===== config.mk =====
export PLATFORM = sky130hd
export DESIGN_NAME = lag_thread_finder
export DESIGN_NICKNAME = d
export VERILOG_FILES = /design/src/rtl/lt_pkg.sv /design/src/rtl/lt_progress_bank.sv /design/src/rtl/lt_min_scan.sv /design/src/rtl/lt_classifier.sv /design/src/rtl/lag_thread_finder.sv
export SDC_FILE = /design/constraint.sdc
export NUM_CORES = 1
export LEC_CHECK = 0
export BUFFER_PORTS_ARGS = -buffer_cell sky130_fd_sc_hd__buf_2
export CAP_MARGIN = 20
export CELL_PAD_IN_SITES_DETAIL_PLACEMENT = 0
export CELL_PAD_IN_SITES_GLOBAL_PLACEMENT = 1
export CORE_AREA = 5 5 196 198
export CTS_CLUSTER_SIZE = 40
export DETAILED_ROUTE_END_ITERATION = 12
export DIE_AREA = 0 0 201 203
export PLACE_DENSITY_LB_ADDON = 0.1
export SLEW_MARGIN = 20
export SYNTH_ARGS = -nofsm -noshare
export SYNTH_HDL_FRONTEND = slang
export SYNTH_SLANG_ARGS = --single-unit

===== constraint.sdc =====
create_clock -name clk_i -period 7.05 [get_ports clk_i]
set_clock_uncertainty 0.1 [all_clocks]
set_input_delay 0.3525 -clock clk_i [delete_from_list [all_inputs] [get_ports clk_i]]
set_output_delay 0.3525 -clock clk_i [all_outputs]
set_load 0.1 [all_outputs]

===== src/rtl/lt_pkg.sv =====
package lt_pkg;
  typedef enum logic [1:0] {
    EV_IDLE = 2'd0,
    EV_SCAN = 2'd1,
    EV_LOAD = 2'd2
  } ev_state_e;
endpackage


===== src/rtl/lt_progress_bank.sv =====
module lt_progress_bank #(
  parameter int N_THREADS = 8,
  parameter int CNT_W     = 16
) (
  input  logic                                clk_i,
  input  logic                                rst_ni,
  input  logic [N_THREADS-1:0]                inc_i,
  input  logic                                clr_i,
  output logic [N_THREADS-1:0][CNT_W-1:0]     cnt_o
);
  localparam logic [CNT_W-1:0] CNT_MAX = {CNT_W{1'b1}};

  for (genvar t = 0; t < N_THREADS; t++) begin : g_cnt
    always_ff @(posedge clk_i or negedge rst_ni) begin
      if (!rst_ni)                                cnt_o[t] <= '0;
      else if (clr_i)                             cnt_o[t] <= '0;
      else if (inc_i[t] && (cnt_o[t] != CNT_MAX)) cnt_o[t] <= cnt_o[t] + 1'b1;
    end
  end
endmodule


===== src/rtl/lt_min_scan.sv =====
module lt_min_scan #(
  parameter int N_THREADS = 8,
  parameter int CNT_W     = 16,
  localparam int IDX_W    = (N_THREADS > 1) ? $clog2(N_THREADS) : 1
) (
  input  logic                             clk_i,
  input  logic                             rst_ni,
  input  logic                             clr_i,
  input  logic                             step_i,
  input  logic [IDX_W-1:0]                 idx_i,
  input  logic [N_THREADS-1:0][CNT_W-1:0]  snap_i,
  input  logic [N_THREADS-1:0]             en_i,
  output logic [CNT_W-1:0]                 min_o,
  output logic                             any_o
);
  logic [CNT_W-1:0] cur;
  logic             cur_en;

  assign cur    = snap_i[idx_i];
  assign cur_en = en_i[idx_i];

  always_ff @(posedge clk_i or negedge rst_ni) begin
    if (!rst_ni) begin
      min_o <= '1;
      any_o <= 1'b0;
    end else if (clr_i) begin
      min_o <= '1;
      any_o <= 1'b0;
    end else if (step_i && cur_en && (!any_o || (cur < min_o))) begin
      min_o <= cur;
      any_o <= 1'b1;
    end
  end
endmodule


===== src/rtl/lt_classifier.sv =====
module lt_classifier #(
  parameter int N_THREADS = 8,
  parameter int CNT_W     = 16,
  localparam int CNT_CW   = $clog2(N_THREADS + 1)
) (
  input  logic                             clk_i,
  input  logic                             rst_ni,
  input  logic                             load_i,
  input  logic [N_THREADS-1:0][CNT_W-1:0]  snap_i,
  input  logic [N_THREADS-1:0]             en_i,
  input  logic [CNT_W-1:0]                 min_i,
  input  logic                             any_i,
  input  logic [CNT_W-1:0]                 margin_i,
  output logic [N_THREADS-1:0]             mask_o,
  output logic [CNT_CW-1:0]                count_o,
  output logic                             done_o
);
  logic [CNT_W:0]          thresh;
  logic [N_THREADS-1:0]    mask_d;
  logic [CNT_CW-1:0]       count_d;

  // one extra bit so minimum plus margin never wraps
  assign thresh = {1'b0, min_i} + {1'b0, margin_i};

  always_comb begin
    mask_d  = '0;
    count_d = '0;
    for (int t = 0; t < N_THREADS; t++) begin
      mask_d[t] = any_i && en_i[t] && ({1'b0, snap_i[t]} < thresh);
      count_d   = count_d + CNT_CW'(mask_d[t]);
    end
  end

  always_ff @(posedge clk_i or negedge rst_ni) begin
    if (!rst_ni) begin
      mask_o  <= '0;
      count_o <= '0;
      done_o  <= 1'b0;
    end else begin
      done_o <= load_i;
      if (load_i) begin
        mask_o  <= mask_d;
        count_o <= count_d;
      end
    end
  end
endmodule


===== src/rtl/lag_thread_finder.sv =====
module lag_thread_finder #(
  parameter int N_THREADS = 8,
  parameter int CNT_W     = 16
) (
  input  logic                               clk_i,
  input  logic                               rst_ni,
  input  logic [N_THREADS-1:0]               commit_i,
  input  logic                               barrier_clr_i,
  input  logic [CNT_W-1:0]                   margin_i,
  input  logic [N_THREADS-1:0]               thread_en_i,
  input  logic                               quantum_end_i,
  output logic [N_THREADS-1:0]               lag_mask_o,
  output logic [$clog2(N_THREADS+1)-1:0]     lag_count_o,
  output logic                               eval_done_o
);
  import lt_pkg::*;

  localparam int IDX_W = (N_THREADS > 1) ? $clog2(N_THREADS) : 1;
  localparam logic [IDX_W-1:0] IDX_LAST = IDX_W'(N_THREADS - 1);

  ev_state_e                        state_q;
  logic [IDX_W-1:0]                 idx_q;
  logic [N_THREADS-1:0][CNT_W-1:0]  prog;
  logic [N_THREADS-1:0][CNT_W-1:0]  snap_q;
  logic [N_THREADS-1:0]             en_snap_q;
  logic [CNT_W-1:0]                 margin_snap_q;
  logic [CNT_W-1:0]                 min_val;
  logic                             min_any;
  logic                             start;
  logic                             scan_step;
  logic                             cls_load;

  assign start     = (state_q == EV_IDLE) && quantum_end_i;
  assign scan_step = (state_q == EV_SCAN);
  assign cls_load  = (state_q == EV_LOAD);

  lt_progress_bank #(.N_THREADS(N_THREADS), .CNT_W(CNT_W)) bank_i (
    .clk_i  (clk_i),
    .rst_ni (rst_ni),
    .inc_i  (commit_i),
    .clr_i  (barrier_clr_i),
    .cnt_o  (prog)
  );

  always_ff @(posedge clk_i or negedge rst_ni) begin
    if (!rst_ni) begin
      state_q       <= EV_IDLE;
      idx_q         <= '0;
      snap_q        <= '0;
      en_snap_q     <= '0;
      margin_snap_q <= '0;
    end else begin
      unique case (state_q)
        EV_IDLE: if (quantum_end_i) begin
          snap_q        <= prog;
          en_snap_q     <= thread_en_i;
          margin_snap_q <= margin_i;
          idx_q         <= '0;
          state_q       <= EV_SCAN;
        end
        EV_SCAN: begin
          if (idx_q == IDX_LAST) state_q <= EV_LOAD;
          else                   idx_q   <= idx_q + 1'b1;
        end
        EV_LOAD: state_q <= EV_IDLE;
        default: state_q <= EV_IDLE;
      endcase
    end
  end

  lt_min_scan #(.N_THREADS(N_THREADS), .CNT_W(CNT_W)) scan_i (
    .clk_i  (clk_i),
    .rst_ni (rst_ni),
    .clr_i  (start),
    .step_i (scan_step),
    .idx_i  (idx_q),
    .snap_i (snap_q),
    .en_i   (en_snap_q),
    .min_o  (min_val),
    .any_o  (min_any)
  );

  lt_classifier #(.N_THREADS(N_THREADS), .CNT_W(CNT_W)) cls_i (
    .clk_i    (clk_i),
    .rst_ni   (rst_ni),
    .load_i   (cls_load),
    .snap_i   (snap_q),
    .en_i     (en_snap_q),
    .min_i    (min_val),
    .any_i    (min_any),
    .margin_i (margin_snap_q),
    .mask_o   (lag_mask_o),
    .count_o  (lag_count_o),
    .done_o   (eval_done_o)
  );
endmodule


==> results of run 1 <==
-- layout make-up --
cell class	count	area, µm²
timing repair buffer	98	706
fill	3131	15500
sequential	315	7900
multi-input combinational	1264	10100
tap	468	586
inverter	44	165
clock inverter	12	155
clock buffer	59	1200
-- sequential cells by signal (all words and copies together) (netlist names) --
signal and count:
bank_i.cnt_o 128, cls_i.count_o 4, cls_i.done_o 1, cls_i.mask_o 8, en_snap_q 8, idx_q 3, margin_snap_q 16, scan_i.any_o 1
scan_i.min_o 16, snap_q 128, state_q 2
-- where the power goes --
part           internal (mW)  switching, mW  leakage, nW  total [mW]
sequential              2.06          0.280         4.25        2.34
clock                   1.29          0.789        0.667        2.08
combinational           1.76           2.70         5.05        4.46
-- worst paths after layout --
check                            startpoint               end  slack, ns  cells after the start
setup / recovery            scan_i.min_o[1]  cls_i.count_o[2]       0.48                     25
hold / removal                  commit_i[5]  bank_i.cnt_o[92]       0.04                      3
setup reg to reg            scan_i.min_o[1]  cls_i.count_o[2]       0.48                     25
hold reg to reg            cls_i.count_o[0]  cls_i.count_o[0]       0.37                      2
max in group asynchronous            rst_ni          idx_q[0]       5.12                      3
min in group asynchronous            rst_ni  bank_i.cnt_o[78]       0.28                      2
-- metal layers --
| metal | share of wire, % | global-route usage [%] | vias to the layer above |
|---|---|---|---|
| li1 | - | - | 6321 |
| met3 | 4.7 | 3.91 | 75 |
| met4 | 3.1 | 7.94 | 0 |
| met2 | 44 | 36.1 | 269 |
| met1 | 48 | 34.0 | 6608 |
| met5 | 0 | 0 | - |
-- worst min-delay path, stage by stage --
cell and delay (ns):
buf_2 0.12, a21oi_1 0.12, nor3_1 0.05
-- cell usage after synthesis, types with 5 or more instances --
| cell | number |
|---|---|
| inv_1 | 39 |
| nand2b_1 | 17 |
| or2_1 | 5 |
| mux2_2 | 167 |
| a21o_1 | 33 |
| a21oi_1 | 70 |
| o21ai_1 | 27 |
| clkbuf_1 | 38 |
| and3_1 | 26 |
| a31oi_1 | 9 |
| a211oi_1 | 11 |
| nor3_1 | 18 |
| buf_1 | 10 |
| o211ai_1 | 9 |
| mux2i_1 | 8 |
| o21ai_0 | 37 |
| nor2b_1 | 8 |
| dfstp_2 | 16 |
| nor2_1 | 177 |
| o22a_1 | 15 |
| fa_1 | 5 |
| ha_1 | 148 |
| maj3_1 | 6 |
| buf_2 | 8 |
| and2_1 | 9 |
| xnor2_1 | 42 |
| dfrtp_1 | 299 |
| nand4_1 | 40 |
| o21a_1 | 6 |
| a22oi_1 | 5 |
| nand2_1 | 99 |
| and4_1 | 17 |
| mux4_2 | 34 |
| nand3_1 | 59 |
| or3_1 | 13 |
| xor2_1 | 74 |
| or4_1 | 5 |
-- through the flow --
stage,utilization (%),power [mW],instance area [µm²]
floorplan,-,5.37,18400
global placement,52.8,6.67,19200
detailed placement,52.8,6.75,19200
CTS,57.2,8.92,20800
global route,57.2,9.55,20800
finish,57.2,8.88,20800
-- what timing repair did --
item,4_1_cts,5_1_grt
buffers inserted,0,0
hold buffers,26,0
hold endpoints to repair,116,0
resized for setup,0,0
-- kinds of logic after synthesis --
logic type	share of synthesized area (%)
multiplexers	14.8
flip-flops	42.9
buffers and inverters	2.26
adder cells (fa/ha/maj)	10.9
XOR/XNOR	5.52
AND/OR/NAND/NOR	13.4
AO/OA/AOI/OAI	10.2
==> impl_metrics.env, run 1 <==
export IMPL_min_path_type="in2reg"
export IMPL_fin_ws_ns=0.482
export IMPL_syn_to_final_growth_pct=13.1
export IMPL_root_buffer="clkbuf_16"
export IMPL_syn_area_um2=18400
export IMPL_crit_top_cell="fa_1"
export IMPL_layout_cells_non_filler=2260
export IMPL_end_kind="flip-flop"
export IMPL_vdd_drop_max_mv=0.246
export IMPL_critPathBufInv=2
export IMPL_antennaDiodeCount=0
export IMPL_startpoint_type="flip-flop"
export IMPL_layout_commonest_cell="dfrtp_1"
export IMPL_start_util_pct=50.6
export IMPL_ant_nets=0
export IMPL_gp_congestion=0.871
export IMPL_globalRouteOverflowTotal=0
export IMPL_grt_pass1_wl_um=76100
export IMPL_synth_nets=1871
export IMPL_io_pins=49
export IMPL_cts_sinks=315
export IMPL_ys_top_cells_by_area="dfrtp_1 (41%), mux2_2 (10%), ha_1 (10%)"
export IMPL_seq_area_frac_synth_pct=42.9
export IMPL_synth_ff_type="dfrtp_1"
export IMPL_slew_headroom_pct=29.8
export IMPL_wl_per_cell_um=21.0
export IMPL_synth_cells=1682
export IMPL_synth_edf_count=0
export IMPL_crit_family="adder cells"
export IMPL_dr_pass1_iters=4
export IMPL_async_reset_ff_share_pct=100
export IMPL_power_density_nw_per_um2=427
export IMPL_slew_violations=0
export IMPL_worstMarginPinSlew_ns=1.05
export IMPL_htreeDepth=2
export IMPL_core_um2=36300
export IMPL_dp_cells=2163
export IMPL_critical_path_required_ns=7.37
export IMPL_cts_buffers=39
export IMPL_post_place_ws_ns=0.500
export IMPL_cts_tree="built"
export IMPL_drive_gt1_share_pct=20.6
export IMPL_drc_errors=0
export IMPL_grt_pass1_vias=13100
export IMPL_fp_dieW_um=201
export IMPL_finalSetupViolCount=0
export IMPL_die_area_um2=40800
export IMPL_vias_per_cell=5.87
export IMPL_final_nets=1951
export IMPL_cp_max_fo=7
export IMPL_synth_area_per_cell_um2=10.9
export IMPL_layout_common_cells="dfrtp_1 (298), nor2_1 (177), mux2_2 (167), ha_1 (148), nand2_1 (99)"
export IMPL_rsz0062_at_grt="no"
export IMPL_synth_distinct_cells=74
export IMPL_antenna_found_initial=2
export IMPL_period_minus_slack_ns=6.57
export IMPL_hold_slack_ns=0.0389
export IMPL_crit_arrival_ns=6.88
export IMPL_min_period_over_period_pct=93.2
export IMPL_drt_iter0_drc=835
export IMPL_routed_wl_um=47400
export IMPL_io_buffers=48
export IMPL_grt_max_degree=152
export IMPL_num_vias=13300
export IMPL_clock_latency_ns=0.56
export IMPL_maxCapViolations=0
export IMPL_worst_path_largest_cell_delay_ns=0.56
export IMPL_slowest_stage="dfstp_2"
export IMPL_max_freq_mhz=152
export IMPL_grt_util_all_layers_pct=23.5
export IMPL_ys_ff_latch=315
export IMPL_status="completed"
export IMPL_path_class="reg2reg"
export IMPL_die_h_um=203
export IMPL_yosysWarnings=0
export IMPL_yosysTopAreaCellShare_pct=40.7
export IMPL_hold_viol=0
export IMPL_p_leak_nw=9.98
export IMPL_clk_pin_slew_ns=0.06
export IMPL_num_rows=70
export IMPL_synth_largest_area_cell="dfrtp_1"
export IMPL_hpwl_um=34900
export IMPL_clk_path_buf_depth=3
export IMPL_setup_tns_ns=0
(Power assumes the default switching activity.)
==> run 2: changes to the inputs <==
--- a/config.mk
+++ b/config.mk
@@ -5,7 +5,7 @@
 export SDC_FILE = /design/constraint.sdc
 export NUM_CORES = 1
 export LEC_CHECK = 0
-export BUFFER_PORTS_ARGS = -buffer_cell sky130_fd_sc_hd__buf_2
+export BUFFER_PORTS_ARGS = -buffer_cell sky130_fd_sc_hd__buf_4
 export CAP_MARGIN = 20
 export CELL_PAD_IN_SITES_DETAIL_PLACEMENT = 0
 export CELL_PAD_IN_SITES_GLOBAL_PLACEMENT = 1
==> run 2 against run 1 <==
Compared with the run above: die area unchanged; clock-buffer cell count shrank 3; wire length down 0.20%; register-to-register slack got worse by 0.03 ns; sequential power barely moved; critical path type unchanged.
==> impl_metrics.env, run 2 (synthesized netlist as in run 1, its figures left out) <==
export IMPL_io_pins=49
export IMPL_use_met2_pct=35.2
export IMPL_grt_use_met1_pct=33.4
export IMPL_rsz0062_at_grt="no"
export IMPL_grt_pass1_wl_um=75300
export IMPL_hold_slack_ns=0.0428
export IMPL_clk_path_buf_depth=3
export IMPL_dr_pass1_iters=5
export IMPL_whs_path_depth=3
export IMPL_power_density_nw_per_um2=425
export IMPL_wl_per_cell_um=21.0
export IMPL_cts_tree="built"
export IMPL_slew_headroom_pct=25.1
export IMPL_min_period_over_period_pct=93.5
export IMPL_cts_sinks=315
export IMPL_drc_errors=0
export IMPL_final_cell_area_um2=20900
export IMPL_top_regs="bank_i.cnt_o x128, snap_q x128"
export IMPL_rr_startpoint="margin_snap_q[0]"
export IMPL_num_rows=70
export IMPL_cp_max_fo=3
export IMPL_slew_violations=0
export IMPL_drt_iter0_drc=743
export IMPL_cts_setup_buffers=0
export IMPL_die_h_um=203
export IMPL_layout_cells_non_filler=2257
export IMPL_max_freq_mhz=152
export IMPL_crit_arrival_ns=6.91
export IMPL_path_class="reg2reg"
export IMPL_end_kind="flip-flop"
export IMPL_vias_per_cell=5.85
export IMPL_routed_wl_um=47300
export IMPL_hold_viol=0
export IMPL_grt_util_met3_pct=4.22
export IMPL_hpwl_um=34700
export IMPL_grt_max_degree=150
export IMPL_layout_commonest_cell="dfrtp_1"
export IMPL_finalSetupViolCount=0
export IMPL_cts_resized=0
export IMPL_num_vias=13200
export IMPL_hold_buffers=25
export IMPL_cts_buffers=38
export IMPL_holdPathEnd="bank_i.cnt_o[92]"
export IMPL_fp_dieW_um=201
export IMPL_clk_pin_slew_ns=0.06
export IMPL_hold_start="commit_i[5]"
export IMPL_placed_area_um2=19300
export IMPL_critical_path_required_ns=7.37
export IMPL_globalRouteOverflowTotal=0
export IMPL_drive_gt1_share_pct=20.5
export IMPL_grt_util_all_layers_pct=23.2
export IMPL_ff_latch_area_um2=7900
export IMPL_setup_tns_ns=0
export IMPL_antennaDiodeCount=0
export IMPL_dp_cells=2165
export IMPL_layout_common_cells="dfrtp_1 (298), nor2_1 (177), mux2_2 (167), ha_1 (148), nand2_1 (99)"
export IMPL_maxCapViolations=0
export IMPL_htreeDepth=2
export IMPL_post_place_ws_ns=0.503
export IMPL_fillers=3107
export IMPL_period_minus_slack_ns=6.59
export IMPL_multi_input_area_um2=10100
export IMPL_core_um2=36300
export IMPL_vdd_drop_max_mv=0.423
export IMPL_worstMarginPinSlew_ns=1.12
export IMPL_root_buffer="clkbuf_16"
export IMPL_ant_nets=0
export IMPL_start_util_pct=50.6
export IMPL_fin_total_pwr_mw=8.85
export IMPL_io_buffers=48
export IMPL_antenna_found_initial=0
export IMPL_syn_to_final_growth_pct=13.3
export IMPL_grt_busiest_layer="met2"
export IMPL_gp_congestion=0.881
export IMPL_die_area_um2=40800
export IMPL_min_path_type="in2reg"
export IMPL_clock_latency_ns=0.56
export IMPL_p_leak_nw=9.98
export IMPL_startpoint_type="flip-flop"
export IMPL_fin_util_pct=57.4
export IMPL_grt_pass1_vias=12900
export IMPL_r2r_end="cls_i.count_o[2]"
export IMPL_final_nets=1951
export IMPL_r2r_setup_slack_ns=0.46
export IMPL_r2r_cells=25
export IMPL_status="completed"
export IMPL_fin_ws_ns=0.456
run 2: worst max-delay path by stage:
stage	startpoint	to	slack, ns	cells past startpoint
3_5_place_dp	margin_snap_q[0]	cls_i.count_o[2]	0.50	25
6_report	margin_snap_q[0]	cls_i.count_o[2]	0.46	25
2_1_floorplan	margin_snap_q[0]	cls_i.count_o[2]	0.77	25
5_1_grt	scan_i.min_o[1]	cls_i.count_o[2]	0.07	25
3_3_place_gp	scan_i.min_o[1]	cls_i.count_o[2]	0.63	25
4_1_cts	margin_snap_q[0]	cls_i.count_o[2]	0.44	25
run 2: layout make-up:
class                   instances  area share (%)
repair buffers                 99            3.98
flip-flops and latches        315            37.9
clock buffers                  56            5.47
well taps                     468            2.81
multi-input cells            1264            48.4
inverters                      44           0.792
clock inverters                11           0.672
run 2: critical path, cell delays in order (launching register included):
cell,delay [ns]
dfrtp_1,0.38
ha_1,0.24
fa_1,0.43
a211oi_1,0.23
nor2_1,0.12
o21a_1,0.18
nor2_1,0.15
o21ai_0,0.14
xnor2_1,0.25
ha_1,0.24
o21ai_1,0.09
or3_1,0.34
or4_1,0.45
a31oi_1,0.21
o2111ai_1,0.13
a31oi_1,0.31
nor2_1,0.09
ha_1,0.28
inv_1,0.04
fa_1,0.48
fa_1,0.50
inv_1,0.05
fa_1,0.40
fa_1,0.39
xnor2_1,0.17
o21ai_0,0.09
run 2: report_power, final:
group	internal (mW)	leakage, nW	total (mW)	switching [mW]
Clock	1.23	0.632	2.00	0.772
Sequential	2.06	4.25	2.31	0.250
Combinational	1.79	5.09	4.55	2.75
run 2: per-layer routing:
layer	up-vias	routed length (µm)
met5	-	0
met2	284	20700
met3	83	2360
met1	6514	22700
li1	6333	-
met4	0	1620
